$ cat config.mk
export PLATFORM = sky130hd
export DESIGN_NAME = sbe_status_tracker
export DESIGN_NICKNAME = d
export VERILOG_FILES = /design/src/rtl/sbe_trk_pkg.sv /design/src/rtl/sbe_trk_flags.sv /design/src/rtl/sbe_trk_capture.sv /design/src/rtl/sbe_trk_resp.sv /design/src/rtl/sbe_status_tracker.sv
export SDC_FILE = /design/constraint.sdc
export NUM_CORES = 1
export LEC_CHECK = 0
export CORE_MARGIN = 4
export CORE_UTILIZATION = 55
export DETAILED_ROUTE_END_ITERATION = 10
export DONT_BUFFER_PORTS = 1
export PLACE_DENSITY_LB_ADDON = 0.08
export SLEW_MARGIN = 20
export SYNTH_ARGS = -nofsm -noshare
export SYNTH_HDL_FRONTEND = slang
export SYNTH_HIERARCHICAL = 1
export SYNTH_SLANG_ARGS = --single-unit
$ cat constraint.sdc
create_clock -name clk -period 1.2 [get_ports clk]
set_input_delay 0.12 -clock clk [delete_from_list [all_inputs] [get_ports clk]]
set_output_delay 0.12 -clock clk [all_outputs]
set_load 0.01 [all_outputs]
$ cat src/rtl/sbe_trk_pkg.sv
package sbe_trk_pkg;
   // index-event source order; lower number wins the index capture
   localparam int SRC_SCAN    = 0;
   localparam int SRC_M2T     = 1;
   localparam int SRC_T2M_HDR = 2;
   localparam int SRC_M2O     = 3;
   localparam int SRC_T2M_TB  = 4;
   localparam int NSRC        = 5;

   function automatic int stat_width(input int nch);
      return nch + 3;
   endfunction
   function automatic int ob_bit(input int nch);
      return nch + 1;
   endfunction
   function automatic int vld_bit(input int nch);
      return nch + 2;
   endfunction
endpackage

$ cat src/rtl/sbe_trk_flags.sv
module sbe_trk_flags #(
   parameter int W = 5
) (
   input  logic         clk,
   input  logic         rst_n,
   input  logic [W-1:0] set,
   input  logic [W-1:0] clr,
   output logic [W-1:0] q
);
   for (genvar b = 0; b < W; b++) begin : g_bit
      always_ff @(posedge clk) begin
         if (!rst_n)      q[b] <= 1'b0;
         else if (set[b]) q[b] <= 1'b1;
         else if (clr[b]) q[b] <= 1'b0;
      end
   end
endmodule

$ cat src/rtl/sbe_trk_capture.sv
module sbe_trk_capture #(
   parameter int IDX_W = 7,
   parameter int NSRC  = 5
) (
   input  logic             clk,
   input  logic             rst_n,
   input  logic [NSRC-1:0]  src_vld,
   input  logic [IDX_W-1:0] src_idx [NSRC],
   input  logic             load_ok,
   output logic [IDX_W-1:0] fb_idx
);
   logic [IDX_W-1:0] pick;

   always_comb begin
      pick = '0;
      for (int s = NSRC - 1; s >= 0; s--) begin
         if (src_vld[s]) pick = src_idx[s];
      end
   end

   always_ff @(posedge clk) begin
      if (!rst_n)                    fb_idx <= '0;
      else if (|src_vld && load_ok)  fb_idx <= pick;
   end
endmodule

$ cat src/rtl/sbe_trk_resp.sv
module sbe_trk_resp #(
   parameter int NCH = 2
) (
   input  logic           corr_en,
   input  logic           scan_err,
   input  logic           m2t_err,
   input  logic [NCH-1:0] t2p_err,
   input  logic           t2m_hdr_err,
   input  logic           t2m_tb_err,
   input  logic           t2m_nm,
   input  logic           m2o_err,
   output logic           skip_buf,
   output logic           drop_frame,
   output logic           crc_zero,
   output logic           data_hold,
   output logic           nmv_block,
   output logic           obuf_bad
);
   logic fallback;
   assign fallback   = !corr_en;
   assign skip_buf   = fallback && scan_err;
   assign drop_frame = fallback && m2t_err;
   assign crc_zero   = fallback && (m2t_err || (|t2p_err));
   assign data_hold  = fallback && t2m_hdr_err;
   assign nmv_block  = fallback && t2m_tb_err && t2m_nm;
   assign obuf_bad   = fallback && m2o_err;
endmodule

$ cat src/rtl/sbe_status_tracker.sv
module sbe_status_tracker
   import sbe_trk_pkg::*;
#(
   parameter int IDX_W  = 7,
   parameter int NCH    = 2,
   parameter int CH_W   = (NCH > 1) ? $clog2(NCH) : 1,
   parameter int STAT_W = NCH + 3
) (
   input  logic              clk,
   input  logic              rst_n,
   input  logic              corr_en,
   input  logic              scan_err,
   input  logic [IDX_W-1:0]  scan_idx,
   input  logic              m2t_err,
   input  logic [IDX_W-1:0]  m2t_idx,
   input  logic [NCH-1:0]    t2p_err,
   input  logic              t2m_hdr_err,
   input  logic              t2m_tb_err,
   input  logic [CH_W-1:0]   t2m_ch,
   input  logic [IDX_W-1:0]  t2m_idx,
   input  logic              t2m_nm,
   input  logic              m2o_err,
   input  logic [IDX_W-1:0]  m2o_idx,
   input  logic              host_rd_err,
   input  logic              clr_we,
   input  logic [STAT_W-1:0] clr_mask,
   output logic [STAT_W-1:0] status,
   output logic [IDX_W-1:0]  fb_idx,
   output logic              skip_buf,
   output logic              drop_frame,
   output logic              crc_zero,
   output logic              data_hold,
   output logic              nmv_block,
   output logic              obuf_bad
);
   localparam int OB_B = ob_bit(NCH);
   localparam int VL_B = vld_bit(NCH);

   initial begin : p_param_chk
      assert (IDX_W >= 1 && IDX_W <= 16) else $error("IDX_W out of range");
      assert (NCH >= 1 && NCH <= 4) else $error("NCH out of range");
      assert (STAT_W == stat_width(NCH)) else $error("STAT_W must be NCH+3");
   end

   logic [NSRC-1:0]   src_vld;
   logic [IDX_W-1:0]  src_idx [NSRC];
   logic [STAT_W-1:0] set_v;
   logic [STAT_W-1:0] clr_v;
   logic [NCH-1:0]    tb_set;

   assign src_vld[SRC_SCAN]    = scan_err;
   assign src_vld[SRC_M2T]     = m2t_err;
   assign src_vld[SRC_T2M_HDR] = t2m_hdr_err;
   assign src_vld[SRC_M2O]     = m2o_err;
   assign src_vld[SRC_T2M_TB]  = t2m_tb_err;
   assign src_idx[SRC_SCAN]    = scan_idx;
   assign src_idx[SRC_M2T]     = m2t_idx;
   assign src_idx[SRC_T2M_HDR] = t2m_idx;
   assign src_idx[SRC_M2O]     = m2o_idx;
   assign src_idx[SRC_T2M_TB]  = t2m_idx;

   for (genvar c = 0; c < NCH; c++) begin : g_chan
      assign tb_set[c] = t2p_err[c] || (t2m_tb_err && (t2m_ch == CH_W'(c)));
   end

   assign set_v[0]        = scan_err || m2t_err || t2m_hdr_err || m2o_err;
   assign set_v[NCH:1]    = tb_set;
   assign set_v[OB_B]     = host_rd_err;
   assign set_v[VL_B]     = |src_vld;
   assign clr_v           = clr_we ? clr_mask : '0;

   sbe_trk_flags #(.W(STAT_W)) u_flags (
      .clk   (clk),
      .rst_n (rst_n),
      .set   (set_v),
      .clr   (clr_v),
      .q     (status)
   );

   sbe_trk_capture #(.IDX_W(IDX_W), .NSRC(NSRC)) u_capture (
      .clk     (clk),
      .rst_n   (rst_n),
      .src_vld (src_vld),
      .src_idx (src_idx),
      .load_ok (!status[VL_B] || clr_v[VL_B]),
      .fb_idx  (fb_idx)
   );

   sbe_trk_resp #(.NCH(NCH)) u_resp (
      .corr_en     (corr_en),
      .scan_err    (scan_err),
      .m2t_err     (m2t_err),
      .t2p_err     (t2p_err),
      .t2m_hdr_err (t2m_hdr_err),
      .t2m_tb_err  (t2m_tb_err),
      .t2m_nm      (t2m_nm),
      .m2o_err     (m2o_err),
      .skip_buf    (skip_buf),
      .drop_frame  (drop_frame),
      .crc_zero    (crc_zero),
      .data_hold   (data_hold),
      .nmv_block   (nmv_block),
      .obuf_bad    (obuf_bad)
   );
endmodule

==> flow_summary_export.csv <==
group,metric,value,unit
placed_design,gp_congestion,0.7232,
synthesis,yosys_warnings,6,
route,drc_errors,0,
timing,hold_viol_final,0,
floorplan,core_area,0.001524,mm2
critical_path,r2r_slack,0.13,ns
finish,drive_above_1_share,22.77,%
synthesis,synth_flop_cell,"dfxtp_1",
critical_path,crit_chain,"nand2b_1 > o21ai_2 > and2_1 > a32o_1",
finish,fin_nets,149,
synthesis,ys_top_cells_by_area,"dfxtp_1, nor2b_4, a221oi_1",
critical_path,crit_end,"u_capture/fb_idx[0]$_SDFFE_PN0P_",
route,wl_per_cell,18.21,um
global_route,grt_pass1_vias,768,
finish,area_growth,5.409,%
synthesis,synthCells,98,
finish,final_area,950.9,um2
job,drv_cap,0,
cts,clock-root-buffer,"clkbuf_4",
timing,slew_headroom,76.69,%
synthesis,ys_types,27,
timing,setup_viol,0,
power_and_ir_drop,p_per_area,1013,mW/mm2
critical_path,slowest_delay,0.31,ns
cts,cts_tree,"built",
synthesis,synth.cell_area,902.1,um2
cts,clkLatencyLatePin,0.27,ns
critical_path,crit_slowest_cell,"dfxtp_1",
floorplan,initial_core_util,59.20,%
route,vias_per_cell,6.487,
power_and_ir_drop,ir_worst_vdd,0.8694,mV
cts,cts_hold_buf,2,
floorplan,io_pins,65,
route,dr.pass1.iters,4,
cts,cts_repair_resize_count,0,
critical_path,path_class,"register to register",
synthesis,yosysTopAreaCell,"dfxtp_1",
placed_design,dpl_cell_area,894.6,um2
critical_path,ff2ff_path_depth,4,
route,via_count,759,
critical_path,critPathLaunch,"u_flags/q[4]$_SDFFE_PN0P_",
critical_path,crit_path_end_kind,"register",
global_route,antenna_found_initial,0,
finish,antenna_cells,0,
global_route,grt_overflow,0,
timing,slew_viol_final,0,
finish,fillCellCount,147,
placed_design,dp_cells,111,
global_route,grt_first_pass_wirelength,3.491,mm
critical_path,arrival,1.23,ns
route,ant_nets,0,
synthesis,synth_edf_count,0,
floorplan,row_count,14,
timing,fmax,0.9358,GHz
synthesis,avgSynthCellArea,9.205,um2
cts,cts_made_buffers,3,
cts,htree_num_levels,1,
synthesis,synth_fp_nets,145,
critical_path,cp_data_required_time,1.37,ns
floorplan,fp.dieW,48.50,um
cts,cts_setup_buffers,0,
route,routed_wl,2.130,mm
outcome,status,"completed",
synthesis,ys_ff_latch,12,
floorplan,fp.dieH,48.50,um
min_path,hp-class,"input pin to register",
synthesis,ys_seq_area_share,26.63,%
power_and_ir_drop,p_leak,0.3652,nW
synthesis,synth.top_cell.area_share,26.63,%
critical_path,start_kind,"register",
route,initialDrtViolationCount,7,
cts,clockBufferDepth,2,
cts,clkSinkCount,12,
timing,layout_min_cycle_time,1.069,ns
global_route,grt_max_degree,19,
timing,rsz0062_at_grt,"no",
placed_design,io_buffers,0,
critical_path,r2r_start,"u_flags/q[4]$_SDFFE_PN0P_",
timing,clock_skew,0.003093,ns
min_path,hp-start,"scan_err",
synthesis,synth-async-reset-ratio,0,%
cts,clkTransAtPathRegs,0.08,ns
timing,tns,0,ns
floorplan,dieArea,0.002352,mm2
finish,layoutNonFillerInstCount,117,
timing,fin_crit_sh,89.05,%
placed_design,dp_hpwl,1.711,mm
critical_path,path_max_fanout,7,
critical_path,r2r-end,"u_capture/fb_idx[0]$_SDFFE_PN0P_",
timing,max_slew.worst_pin.slew,0.3497,ns
global_route,grtUsageTotal,18.29,%
[kinds of logic (layout without fill, tap and decap cells)]
group                  Yosys count  in the layout  share of synthesized area (%)
buffers and inverters            9             12                          6.379
DFF                             12             12                          26.63
and+or+nand+nor                 36             36                          31.21
AOI/OAI and AO/OA               41             41                          35.78
[cell type report]
class	count	area, um2	area share (%)
inverters	4	15.01	1.579
clock buffers	4	36.28	3.816
repair buffers	4	35.03	3.684
well taps	16	20.02	2.105
multi-input cells	77	604.3	63.55
flip-flops and latches	12	240.2	25.26
[per-layer routing]
layer | GRT usage (%) | part of all wire, %
met2 | 30.22 | 49
met3 | 11.96 | 14
met5 | 0 | 0
met4 | 5.381 | 2.4
met1 | 18.71 | 35
[cell usage in the layout, fill, tap and decap left out]
| cell type | Yosys | final |
|---|---|---|
| o2bb2ai_2 | 2 | 2 |
| or4_4 | 2 | 2 |
| a32o_1 | 5 | 5 |
| nand2_1 | 3 | 3 |
| a21o_1 | 2 | 2 |
| clkbuf_4 | 0 | 3 |
| nand2b_1 | 2 | 2 |
| a21oi_1 | 9 | 9 |
| nor2_1 | 2 | 2 |
| buf_4 | 0 | 2 |
| o21a_1 | 5 | 5 |
| dlygate4sd3_1 | 0 | 2 |
| nor2b_2 | 5 | 5 |
| nor2b_1 | 5 | 5 |
| o21ai_2 | 1 | 1 |
| o21ai_0 | 4 | 4 |
| o31ai_1 | 5 | 5 |
| a221oi_1 | 7 | 7 |
| inv_1 | 4 | 4 |
| dfxtp_1 | 12 | 12 |
| and2_1 | 6 | 6 |
| nor3_2 | 1 | 1 |
| clkbuf_8 | 0 | 1 |
| o211a_4 | 1 | 1 |
| or2_1 | 1 | 1 |
| nor2b_4 | 5 | 5 |
| or2b_1 | 4 | 4 |
[critical path: cells and delay by family, from the launching register on]
family	cells	cell delay, ns
simple gates	2	0.37
compound gates	2	0.29
flops	1	0.31
[power breakdown]
group | total, mW | internal, mW | switching [mW]
Sequential | 0.468 | 0.432 | 0.0368
Combinational | 0.182 | 0.107 | 0.0745
Clock | 0.314 | 0.184 | 0.129
Total | 0.964 | 0.723 | 0.241
[metrics by stage]
step | power (mW) | util [%] | hold WS, ns | setup WS (ns)
CTS | 0.9777 | 62.40 | 0.03774 | 0.1158
global route | 1.023 | 62.40 | 0.02740 | 0.04274
finish | 0.9636 | 62.40 | 0.04118 | 0.1314
detailed placement | 0.6551 | 58.70 | 0.2428 | -0.1123
floorplan | 0.6461 | - | 0.2375 | -0.03183
global placement | 0.6493 | 58.70 | 0.2388 | -0.07007
[flip-flops by register name, summed over array words and instances, names as in the netlist]
signal	count
u_capture/fb_idx	7
u_flags/q	5
[synthesized netlist by cell type, types with 2 or more instances]
cell       number
dfxtp_1        12
a21o_1          2
nor2_1          2
nor2b_1         5
or2b_1          4
o2bb2ai_2       2
nor2b_4         5
and2_1          6
o31ai_1         5
o21ai_0         4
a32o_1          5
nand2b_1        2
a221oi_1        7
nand2_1         3
o21a_1          5
nor2b_2         5
inv_1           4
buf_2           2
a21oi_1         9
or4_4           2
[worst min-delay path by stage]
stage	cells after the start	slack (ns)	end
after detailed placement	1	0.24	u_flags/q[3]$_SDFFE_PN0P_
final	2	0.04	u_capture/fb_idx[4]$_SDFFE_PN0P_
after global routing	2	0.03	u_capture/fb_idx[4]$_SDFFE_PN0P_
after global placement	1	0.24	u_flags/q[3]$_SDFFE_PN0P_
after floorplan	1	0.24	u_flags/q[0]$_SDFFE_PN0P_
after CTS	2	0.04	u_flags/q[2]$_SDFFE_PN0P_
No activity file was read; power rests on OpenSTA's default activity.
